===== config.mk =====
export PLATFORM = sky130hd
export DESIGN_NAME = uart_irq_ident
export DESIGN_NICKNAME = d
export VERILOG_FILES = /design/src/rtl/uart_irq_pkg.sv /design/src/rtl/irq_ien_reg.sv /design/src/rtl/irq_src_bank.sv /design/src/rtl/irq_prio_enc.sv /design/src/rtl/uart_irq_ident.sv
export SDC_FILE = /design/constraint.sdc
export NUM_CORES = 1
export LEC_CHECK = 0
export BUFFER_PORTS_ARGS = -buffer_cell sky130_fd_sc_hd__buf_4
export CAP_MARGIN = 20
export CORE_MARGIN = 5
export CORE_UTILIZATION = 40
export DETAILED_ROUTE_END_ITERATION = 10
export GPL_TIMING_DRIVEN = 0
export HOLD_SLACK_MARGIN = 0.08
export PLACE_DENSITY = 0.77
export SLEW_MARGIN = 20
export SYNTH_ARGS = -nofsm -noshare
export SYNTH_HDL_FRONTEND = slang
export SYNTH_SLANG_ARGS = --single-unit

===== constraint.sdc =====
create_clock -name clk -period 1.9 [get_ports clk]
set_clock_uncertainty 0.1 [all_clocks]
set_input_delay 0.095 -clock clk [delete_from_list [all_inputs] [get_ports clk]]
set_output_delay 0.095 -clock clk [all_outputs]
set_load 0.01 [all_outputs]

===== src/rtl/uart_irq_pkg.sv =====
package uart_irq_pkg;

  localparam int SRC_N = 4;

  // Source index; equals the enable register bit position.
  localparam int SRC_RX = 0;
  localparam int SRC_TX = 1;
  localparam int SRC_LS = 2;
  localparam int SRC_MS = 3;

  typedef enum logic [1:0] {
    ID_MS = 2'b00,
    ID_TX = 2'b01,
    ID_RX = 2'b10,
    ID_LS = 2'b11
  } irq_id_e;

endpackage


===== src/rtl/irq_ien_reg.sv =====
module irq_ien_reg
  import uart_irq_pkg::*;
#(
  parameter int REG_W = 8
) (
  input  logic               clk,
  input  logic               rst_n,
  input  logic               we,
  input  logic [REG_W-1:0]   wdata,
  output logic [SRC_N-1:0]   en,
  output logic [REG_W-1:0]   rdata
);

  localparam int PAD_W = REG_W - SRC_N;

  logic [SRC_N-1:0] en_q;
  logic [SRC_N-1:0] en_d;

  always_comb begin
    en_d = en_q;
    if (we) en_d = wdata[SRC_N-1:0];
  end

  always_ff @(posedge clk or negedge rst_n) begin
    if (!rst_n) en_q <= '0;
    else        en_q <= en_d;
  end

  assign en    = en_q;
  assign rdata = {{PAD_W{1'b0}}, en_q};

endmodule


===== src/rtl/irq_src_bank.sv =====
module irq_src_bank #(
  parameter int N = 4
) (
  input  logic         clk,
  input  logic         rst_n,
  input  logic [N-1:0] cond,
  input  logic [N-1:0] clr,
  output logic [N-1:0] flag
);

  for (genvar i = 0; i < N; i++) begin : g_src
    logic cond_q;
    logic flag_q;
    logic flag_d;
    logic rise;

    always_comb begin
      rise   = cond[i] & ~cond_q;
      flag_d = flag_q;
      if (clr[i]) flag_d = 1'b0;
      if (rise)   flag_d = 1'b1;   // a fresh event wins over an acknowledge
    end

    always_ff @(posedge clk or negedge rst_n) begin
      if (!rst_n) begin
        cond_q <= 1'b0;
        flag_q <= 1'b0;
      end else begin
        cond_q <= cond[i];
        flag_q <= flag_d;
      end
    end

    assign flag[i] = flag_q;
  end

endmodule


===== src/rtl/irq_prio_enc.sv =====
module irq_prio_enc
  import uart_irq_pkg::*;
(
  input  logic [SRC_N-1:0] pend,
  output logic             nint,
  output irq_id_e          id
);

  always_comb begin
    nint = 1'b0;
    if      (pend[SRC_LS]) id = ID_LS;
    else if (pend[SRC_RX]) id = ID_RX;
    else if (pend[SRC_TX]) id = ID_TX;
    else if (pend[SRC_MS]) id = ID_MS;
    else begin
      id   = ID_MS;
      nint = 1'b1;
    end
  end

endmodule


===== src/rtl/uart_irq_ident.sv =====
module uart_irq_ident
  import uart_irq_pkg::*;
#(
  parameter int REG_W = 8,
  parameter int LSR_W = 4,
  parameter int MSR_W = 4
) (
  input  logic             clk,
  input  logic             rst_n,
  input  logic             ien_we,
  input  logic [REG_W-1:0] ien_wdata,
  output logic [REG_W-1:0] ien_rdata,
  input  logic [LSR_W-1:0] line_stat,
  input  logic             rx_full,
  input  logic             tx_empty,
  input  logic [MSR_W-1:0] modem_stat,
  input  logic             rd_lsr,
  input  logic             rd_rbr,
  input  logic             wr_thr,
  input  logic             rd_iir,
  input  logic             rd_msr,
  output logic [REG_W-1:0] iir,
  output logic             irq
);

  localparam int IIR_PAD = REG_W - 3;

  logic [SRC_N-1:0] en;
  logic [SRC_N-1:0] cond;
  logic [SRC_N-1:0] clr;
  logic [SRC_N-1:0] flag;
  logic [SRC_N-1:0] pend;
  logic             nint;
  irq_id_e          id;
  logic             irq_q;
  logic             irq_d;

  irq_ien_reg #(.REG_W(REG_W)) u_ien (
    .clk   (clk),
    .rst_n (rst_n),
    .we    (ien_we),
    .wdata (ien_wdata),
    .en    (en),
    .rdata (ien_rdata)
  );

  always_comb begin
    cond         = '0;
    cond[SRC_LS] = |line_stat[LSR_W-1:1];
    cond[SRC_RX] = rx_full;
    cond[SRC_TX] = tx_empty;
    cond[SRC_MS] = |modem_stat;

    clr          = '0;
    clr[SRC_LS]  = rd_lsr;
    clr[SRC_RX]  = rd_rbr;
    clr[SRC_TX]  = wr_thr | (rd_iir & ~nint & (id == ID_TX));
    clr[SRC_MS]  = rd_msr;
  end

  irq_src_bank #(.N(SRC_N)) u_bank (
    .clk   (clk),
    .rst_n (rst_n),
    .cond  (cond),
    .clr   (clr),
    .flag  (flag)
  );

  assign pend = flag & en;

  irq_prio_enc u_enc (
    .pend (pend),
    .nint (nint),
    .id   (id)
  );

  assign iir = {{IIR_PAD{1'b0}}, id, nint};

  always_comb irq_d = ~nint;

  always_ff @(posedge clk or negedge rst_n) begin
    if (!rst_n) irq_q <= 1'b0;
    else        irq_q <= irq_d;
  end

  assign irq = irq_q;

endmodule


; After elaboration in Yosys (flattened, before gate mapping)
; Cells that the tools add are included.
[op_classes]
n_mux = 15
reduce_logical = 6
n_eq_ne = 1
n_bitwise = 13
[ops]
columns = op, n
row1 = two-way mux 1 bit, 13
row2 = nonzero test 2 bit, 4
row3 = bitwise AND 1 bit, 6
row4 = NOT 1 bit, 5
row5 = bitwise AND 4 bit, 1
row6 = two-way mux 2 bit, 2
row7 = OR reduction 4 bit, 1
row8 = OR reduction 3 bit, 1
row9 = equality test 2 x 1 -> 1 bit (second input constant), 1
row10 = OR 1 bit, 1
[word_totals]
input_bits = 26
regBits = 13
output_inout_bits = 17

; Depth between registers and ports, before layout
; Gate-level depths: netlist of run 1.
[depth]
word_depth = 11
ltp_mapped = 4
ltp_nobuf = 3

; Hierarchy
; Synthesis of run 1 repeated with hierarchy kept, for this count alone.
[unflattened]
cells_unflattened = 62
hier_area_um2 = 679.4
[by_module_without_submodules]
columns = mod, n_inst, cells_per_inst, area_per_inst_um2, seq_area_each_um2
row1 = irq_src_bank, 1, 24, 310.3, 200.2
row2 = irq_ien_reg, 1, 17, 209.0, 100.1
row3 = uart_irq_ident, 1, 17, 130.1, 25.0
row4 = irq_prio_enc, 1, 4, 30.0, 0.0

; Least setup slack after synthesis of run 1
; OpenSTA, ideal clock, no wires.
[synth_path]
kind = flip-flop to output port
from = register u_ien.en_q[0] (netlist: u_ien.en[0])
to = output port iir[0]
stages_incl_launch_ff = 5
path_slack_ps = 566
arrival_ps = 1139
path_cell_list = dfrtp_1 > a22o_1 > a221o_1 > inv_1 > buf_4
[synth_via]
elab_chain_cells = 3
[synth_rtl]
columns = element, line
row1 = "start, declared", irq_ien_reg.sv:16  ; logic [SRC_N-1:0] en_q;
row2 = "start signal, assigned", irq_ien_reg.sv:26  ; else en_q <= en_d;
row3 = bitwise AND 4 bit, uart_irq_ident.sv:69  ; assign pend = flag & en;
row4 = two-way mux 1 bit, irq_prio_enc.sv:12  ; else if (pend[SRC_RX]) id = ID_RX;
row5 = two-way mux 1 bit, irq_prio_enc.sv:11  ; if (pend[SRC_LS]) id = ID_LS;
row6 = "end, declared", uart_irq_ident.sv:22  ; output logic [REG_W-1:0] iir,
; Every way passes these cells.

; Final worst setup path of run 1
[layout_path]
from = input port modem_stat[2]
to = register u_bank.g_src[3].flag_q
[layout_via]
elab_chain_cells = 3
word_cells_on_any_way = 4
cone_classes = mux (1) / bitwise (1) / reduce/logical (2)
[layout_rtl]
columns = element, line
row1 = "start, declared", uart_irq_ident.sv:16  ; input logic [MSR_W-1:0] modem_stat,
row2 = OR reduction 4 bit *, uart_irq_ident.sv:52  ; cond[SRC_MS] = |modem_stat;
row3 = net cond[3], uart_irq_ident.sv:29  ; logic [SRC_N-1:0] cond;
row4 = bitwise AND 1 bit *, irq_src_bank.sv:18  ; rise = cond[i] & ~cond_q;
row5 = two-way mux 1 bit or nonzero test 2 bit (tied branches), n/a
row6 = "end signal, assigned", irq_src_bank.sv:30  ; flag_q <= flag_d;
row7 = "end, declared", irq_src_bank.sv:13  ; logic flag_q;
; The timed path passes the listed nets; every way through them passes the cells marked *.
; A chain may end at the register's enable or synchronous reset.

==> summary.txt, run 1 <==
Outcome: finished clean
Total GRT Usage: 0.167
Clock period minus worst slack: 1.80 ns
Leakage Power: 0.548 nW
Fin worst setup slack: 0.101 ns
Top delay family on crit path: buffers and inverters
Design Power: 0.683 mW
Maxcap violations: 0
Antenna violations before repair: 0
Final Hold Viols: 0
Mapped cell area: 574 µm²
RSZ-0062 raised after global routing: false
1st-iter DRT viols: 10
Clock transition at path regs: 0.08 ns
Post-CTS resize count: 0
Setup TNS: 0 ns
WL/cell: 13.3 µm
Row cnt: 13
Clk Tree Root Cell: clkbuf_4
Worst Setup Start Kind: input pin
Buf/Inv on CP: 3
Number of synthesis warnings: 0
CTS tree: built
FMAX: 556 MHz
Grt total ovfl: 0
Fin cells: 126
Diode count: 0
Post-CTS Setup Bufs: 0
Most frequent cells in the layout: buf_4, dlygate4sd3_1, dfrtp_1, conb_1, inv_1
Drt pass-1 iters: 4
Register area share after synthesis: 0.566
Post-Synth Adder-Cell Area: 0
Fillers: 99
Placed Cells: 100
Die H: 47.9 µm
Largest family of logic cells by synthesized area: buffers and inverters
CP Launch Point: modem_stat[2]
Via/cell ratio: 4.58
Worst-Skew Late Latency: 0.27 ns
Gate count of the mapped netlist: 49
Worst slack, placed: 0.507 ns
DIE AREA: 2290 µm²
Setup CP Type: input pin to flop
Core box area: 1330 µm²
Xor/xnor cell area share of the yosys netlist: 0
Crit share post-route: 0.947
Multi-input logic area: 178 µm²
Most frequent CP cell: dlygate4sd3_1
Worst EP arrival: 1.86 ns
Layout Nets: 138
Vias in the first global route: 522
Crit Path Max Fanout: 2
Syn avg cell area: 11.7 µm²
Initial Util: 0.431
DRC viols: 0
Most common cell after layout, fill and taps aside: buf_4
Complex-gate fraction of the synthesized area: 0.105
WP depth: 6
Final wirelength: 1680 µm
Max incr delay on CP: 0.56 ns
Multiplexer area fraction after synthesis: 0.0784
DRT antenna net count: 0
Die X: 47.9 µm
PwrDens: 633 nW/µm²
Final instance area: 1080 µm²
I/O pin count: 43
Final slew viol count: 0
Via Count: 577
R2R Path Start: u_ien.en[0]
Sequential cell area: 325 µm²
Flop2flop setup slack: 0.18 ns
HPWL Detailed: 996 µm
Hold Path Class: input pin to async pin
Worst r2r path cells: 4
Synth async-reset ratio: 1.00
Largest net degree at the start of global routing: 14
CTS Buffer Depth: 2
Clk sinks: 13
First-pass GRT wire length: 2510 µm
Most used DFF post-synth: dfrtp_1
Worst setup endpoint: u_bank.g_src[3].flag_q
CP max stage cell: dlygate4sd3_1
Final setup violation count: 0
H-Tree Depth: 1
Simple-Gate Fraction of Synth Area: 0.0675
Max rail drop VDD: 0.427 mV
PortBufs: 28
Critical path, cell by cell: dlygate4sd3_1, buf_4, or4_4, nand2b_2, o21ai_2, dlygate4sd3_1
RePlAce Congestion: 0.729
Register bit total from synthesis: 13
Hold buffers post-CTS: 22
Placed cell area: 833 µm²
Cts bufs inserted: 3
Share of cells above drive strength 1: 0.432
CP required: 1.96 ns
EDFF count, synth: 0
Worst reg2reg endpoint: u_bank.g_src[1].flag_q
Syn-to-layout area delta: 88.0%
Worst Setup End Kind: flop
Synth unique cells: 16
==> stage by stage <==
step	util	hold WS [ns]
after floorplan	-	-0.301
after global placement	0.625	-0.156
after detailed placement	0.625	-0.154
after CTS	0.810	0.0866
after global routing	0.810	0.106
final	0.810	0.0917
==> how the worst min path moves through the flow <==
stage / end / cells past startpoint / slack [ns] / from
after floorplan: irq / 0 / -0.30 / rst_n
after global placement: u_bank.g_src[1].cond_q / 1 / -0.16 / rst_n
after detailed placement: u_bank.g_src[1].cond_q / 1 / -0.15 / rst_n
after CTS: u_bank.g_src[1].cond_q / 2 / 0.09 / rst_n
after global routing: u_bank.g_src[1].flag_q / 2 / 0.11 / rst_n
final: u_ien.en[2] / 2 / 0.09 / rst_n
==> synth_stat cells, types with 2 or more instances <==
library cell  number  area (µm²)
mux2_2             4        45.0
buf_4             10        75.1
inv_1              7        26.3
nand2_1            2        7.51
dfrtp_1           13         325
o22ai_1            2        12.5
o21ai_1            2        10.0
==> final cells by class <==
type | count | share of cell area
well taps | 15 | 0.0174
inverters | 7 | 0.0243
multi-input cells | 27 | 0.165
flip-flops and latches | 13 | 0.301
plain buffers | 10 | 0.0695
clock buffers | 4 | 0.0243
repair buffers | 50 | 0.399
==> cell families (layout without fill, tap and decap cells) <==
kind of cell | Yosys count | after routing
and+or+nand+nor | 6 | 6
muxes | 4 | 4
AOI/OAI and AO/OA | 8 | 8
DFF | 13 | 13
buffers and inverters | 17 | 71
other | 1 | 9
==> where the power goes <==
part / switching [mW] / internal [mW]
combinational: 0.0699 / 0.125
sequential: 0.0174 / 0.299
clock: 0.0908 / 0.0814
==> layer usage <==
metal,global-route usage,part of all wire,vias to the layer above
met3,0.0789,0.13,3
met5,0,0,-
li1,-,-,272
met4,0.0484,0.010,0
met1,0.190,0.35,262
met2,0.277,0.50,40
==> flip-flops by register name, summed over array words and instances, names as in the netlist <==
name and cells:
u_ien.en 4, u_bank.g_src.flag_q 4, u_bank.g_src.cond_q 4, irq 1
Note: power is estimated with default switching activity, not from simulation.
==> run 2, diff against run 1 <==
- MAX_ROUTING_LAYER: unset -> met4
- SLEW_MARGIN: 20 -> unset
==> run 2 against run 1 <==
Sequential power is essentially flat. Sequential cell count is the same. Clock-buffer cell count stayed put. Power increased by 0.37%. Sequential share of layout area is the same. Final area did not move. Utilization is the same. Via count down 2.6%. Setup slack better by 0.0048 ns. Critical path depth stayed put. Final cell count is the same. Non-clock buffer count unchanged. Critical endpoint unchanged. Largest cell class unchanged. Highest routed layer unchanged.
==> summary.txt, run 2 (same netlist as run 1, synthesis figures left out) <==
Final Hold Viols: 0
Max incr delay on CP: 0.56 ns
Initial Util: 0.431
PwrDens: 635 nW/µm²
DIE AREA: 2290 µm²
Worst-Skew Late Latency: 0.28 ns
First-pass GRT wire length: 2500 µm
Worst reg2reg endpoint: u_bank.g_src[1].flag_q
Drt pass-1 iters: 2
Leakage Power: 0.548 nW
Clk sinks: 13
Worst r2r path cells: 4
Max rail drop VDD: 0.428 mV
Via Count: 562
Most frequent cells in the layout: buf_4, dlygate4sd3_1, dfrtp_1, conb_1, inv_1
Final wirelength: 1700 µm
Total GRT Usage: 0.173
Share of cells above drive strength 1: 0.432
Row cnt: 13
Most frequent CP cell: dlygate4sd3_1
H-Tree Depth: 1
Placed cell area: 833 µm²
DRT antenna net count: 0
Fillers: 99
Die H: 47.9 µm
Worst EP arrival: 1.86 ns
1st-iter DRT viols: 10
Cts bufs inserted: 3
Crit share post-route: 0.944
Maxcap violations: 0
RSZ-0062 raised after global routing: false
Crit Path Max Fanout: 2
Diode count: 0
Final setup violation count: 0
Via/cell ratio: 4.46
HPWL Detailed: 996 µm
Worst Setup Start Kind: input pin
Post-CTS Setup Bufs: 0
FMAX: 557 MHz
Setup CP Type: input pin to flop
Die X: 47.9 µm
Final instance area: 1080 µm²
Flop2flop setup slack: 0.17 ns
WL/cell: 13.5 µm
CP max stage cell: dlygate4sd3_1
Clk Tree Root Cell: clkbuf_4
Antenna violations before repair: 0
Final slew viol count: 0
Clock period minus worst slack: 1.79 ns
Most common cell after layout, fill and taps aside: buf_4
Setup TNS: 0 ns
Critical path, cell by cell: dlygate4sd3_1, buf_4, or4_4, nand2b_2, o21ai_2, dlygate4sd3_1
Clock transition at path regs: 0.08 ns
R2R Path Start: u_ien.en[0]
CP required: 1.96 ns
Design Power: 0.686 mW
Grt total ovfl: 0
PortBufs: 28
Syn-to-layout area delta: 88.0%
CTS Buffer Depth: 2
I/O pin count: 43
CTS tree: built
Hold Path Class: input pin to async pin
Largest net degree at the start of global routing: 14
Vias in the first global route: 524
Outcome: finished clean
Worst Setup End Kind: flop
Layout Nets: 138
RePlAce Congestion: 0.738
Core box area: 1330 µm²
Post-Route Utilization: 0.810
DRC viols: 0
==> run 2: where the power goes <==
part	switching, mW	total (mW)	internal (mW)
Combinational	0.0699	0.195	0.125
Sequential	0.0176	0.317	0.299
Clock	0.0930	0.175	0.0815
==> run 2: critical path: cells and delay by family <==
family	cells	cell delay, ns
buffers and inverters	3	1.22
and+or+nand+nor	2	0.51
AOI/OAI and AO/OA	1	0.05
==> run 2: routing by layer <==
metal	part of all wire	wire length, µm	up-vias	global-route usage
li1	-	-	272	-
met1	0.39	655	254	0.202
met2	0.49	832	34	0.277
met3	0.11	195	2	0.0639
met4	0.010	17	0	0.0484
met5	0	0	-	-
==> run 2: layout make-up <==
type	count	area (µm²)	share of cell area
Inverter	7	26.3	0.0243
Timing Repair Buffer	50	430	0.399
Multi-Input combinational cell	27	178	0.165
Clock buffer	4	26.3	0.0243
Sequential cell	13	325	0.301
Buffer	10	75.1	0.0695
Tap cell	15	18.8	0.0174
==> run 2: what timing repair did <==
item / 4_1_cts / 5_1_grt
hold buffers: 22 / 0
gates resized for setup: 0 / 0
endpoints found under the hold margin: 25 / 0
endpoints found under the setup margin: 0 / 0
==> run 2: stage by stage <==
step	setup slack, ns	hold WS [ns]	std cells
2_1_floorplan	0.566	-0.301	57
3_3_place_gp	0.517	-0.156	100
3_5_place_dp	0.507	-0.154	100
4_1_cts	0.104	0.0866	126
5_1_grt	0.0812	0.107	126
6_report	0.106	0.0904	126
==> run 2: worst max-delay path by stage <==
stage | start | endpoint | slack (ns) | cells past startpoint
after floorplan | u_ien.en[0] | iir[0] | 0.57 | 4
after global placement | u_ien.en[0] | iir[0] | 0.52 | 5
after detailed placement | u_ien.en[0] | iir[0] | 0.51 | 5
after CTS | modem_stat[2] | u_bank.g_src[3].flag_q | 0.10 | 6
after global routing | modem_stat[2] | u_bank.g_src[3].flag_q | 0.08 | 6
final | modem_stat[2] | u_bank.g_src[3].flag_q | 0.11 | 6
==> run 3, diff against run 2 <==
- CORE_MARGIN: 5 -> 2
==> run 3 against run 2 <==
Clock-buffer cell count is the same. Critical path depth is the same. Critical endpoint unchanged. Largest cell class unchanged. Global-route usage grew 4.8 points. Hold slack gained 0.035 ns. Non-clock buffer count is the same. Power grew 0.10%. Routed wire length grew 0.29%. Maximum frequency shrank 0.89%.
==> summary.txt, run 3 (same netlist as run 1, synthesis figures left out) <==
Cts bufs inserted: 3
Clk sinks: 13
CTS Buffer Depth: 2
DRT antenna net count: 0
Final slew viol count: 0
Clk Tree Root Cell: clkbuf_4
Total GRT Usage: 0.220
Initial Util: 0.436
Seq pwr share: 0.463
PwrDens: 636 nW/µm²
DIE AREA: 1750 µm²
Leakage Power: 0.548 nW
Share of cells above drive strength 1: 0.432
Via Count: 580
Final wirelength: 1710 µm
Outcome: finished clean
Die H: 41.9 µm
I/O pin count: 43
Worst-Skew Late Latency: 0.27 ns
WL/cell: 13.5 µm
1st-iter DRT viols: 10
Fin worst setup slack: 0.0896 ns
Pint: 0.505 mW
Clock period minus worst slack: 1.81 ns
Largest net degree at the start of global routing: 14
Flop2flop setup slack: 0.15 ns
Worst r2r path cells: 4
RePlAce Congestion: 0.715
Most frequent cells in the layout: buf_4, dlygate4sd3_1, dfrtp_1, conb_1, inv_1
Post-CTS resize count: 0
PortBufs: 28
Crit Path Max Fanout: 2
Hold Path Class: input pin to async pin
Row cnt: 13
Crit share post-route: 0.953
H-Tree Depth: 1
FMAX: 552 MHz
Sw Share: 0.265
Grt total ovfl: 0
Setup TNS: 0 ns
CP required: 1.96 ns
CTS tree: built
Antenna violations before repair: 0
Clock transition at path regs: 0.08 ns
First-pass GRT wire length: 2840 µm
Max rail drop VDD: 0.450 mV
HPWL Detailed: 863 µm
DRC viols: 0
Setup CP Type: input pin to flop
Drt pass-1 iters: 4
Final Hold Viols: 0
Post-Route Utilization: 0.820
Clk pwr share: 0.254
Maxcap violations: 0
Final setup violation count: 0
Die X: 41.9 µm
Worst Setup Start Kind: input pin
Switching power: 0.182 mW
Worst slack, placed: 0.521 ns
Diode count: 0
Vias in the first global route: 611
Worst EP arrival: 1.87 ns
Worst Setup End Kind: flop
Most common cell after layout, fill and taps aside: buf_4
Syn-to-layout area delta: 88.0%
Combinational fraction of design power: 0.283
Via/cell ratio: 4.60
Layout Nets: 138
RSZ-0062 raised after global routing: false
Core box area: 1320 µm²
-- run 3: layout make-up --
type	instances	area, µm²
sequential	13	325
clock buffer	4	26.3
tap	15	18.8
inverter	7	26.3
timing repair buffer	50	430
buffer	10	75.1
fill	78	238
multi-input combinational	27	178
-- run 3: repair_timing --
action / in CTS / in global routing
setup buffers: 0 / 0
endpoints found under the hold margin: 25 / 0
hold buffers: 22 / 0
setup endpoints to repair: 0 / 0
-- run 3: per-stage QoR --
step | total power, mW | instance area (µm²) | std cells | hold WS, ns
after floorplan | 0.388 | 604 | 57 | -0.301
after global placement | 0.463 | 833 | 100 | -0.155
after detailed placement | 0.466 | 833 | 100 | -0.153
after CTS | 0.673 | 1080 | 126 | 0.0928
after global routing | 0.715 | 1080 | 126 | 0.149
final | 0.686 | 1080 | 126 | 0.125
-- run 3: path summary, 6_finish.rpt --
path                                     endpoint                   start
max                        u_bank.g_src[3].flag_q           modem_stat[2]
min                        u_bank.g_src[2].cond_q                   rst_n
max reg2reg                u_bank.g_src[1].flag_q             u_ien.en[0]
min reg2reg                u_bank.g_src[1].flag_q  u_bank.g_src[1].cond_q
max in group asynchronous  u_bank.g_src[1].flag_q                   rst_n
min in group clk           u_bank.g_src[1].flag_q  u_bank.g_src[1].cond_q
-- run 3: power by group through the flow --
stage	Clock (mW)	Combinational [mW]	Sequential [mW]
3_3_place_gp	0	0.143	0.320
3_5_place_dp	0	0.146	0.321
5_1_grt	0.184	0.210	0.320
2_1_floorplan	0	0.0644	0.323
4_1_cts	0.170	0.187	0.315
6_report	0.175	0.194	0.318
-- run 3: worst max-delay path, stage by stage --
cell           delay [ns]
dlygate4sd3_1        0.54
buf_4                0.13
or4_4                0.42
nand2b_2             0.09
o21ai_2              0.05
dlygate4sd3_1        0.55
-- run 3: routing by layer --
| layer | GRT usage | share of wire | vias to the layer above |
|---|---|---|---|
| li1 | - | - | 271 |
| met1 | 0.244 | 0.36 | 261 |
| met2 | 0.378 | 0.50 | 36 |
| met3 | 0.0391 | 0.086 | 12 |
| met4 | 0.110 | 0.047 | 0 |
| met5 | - | 0 | - |
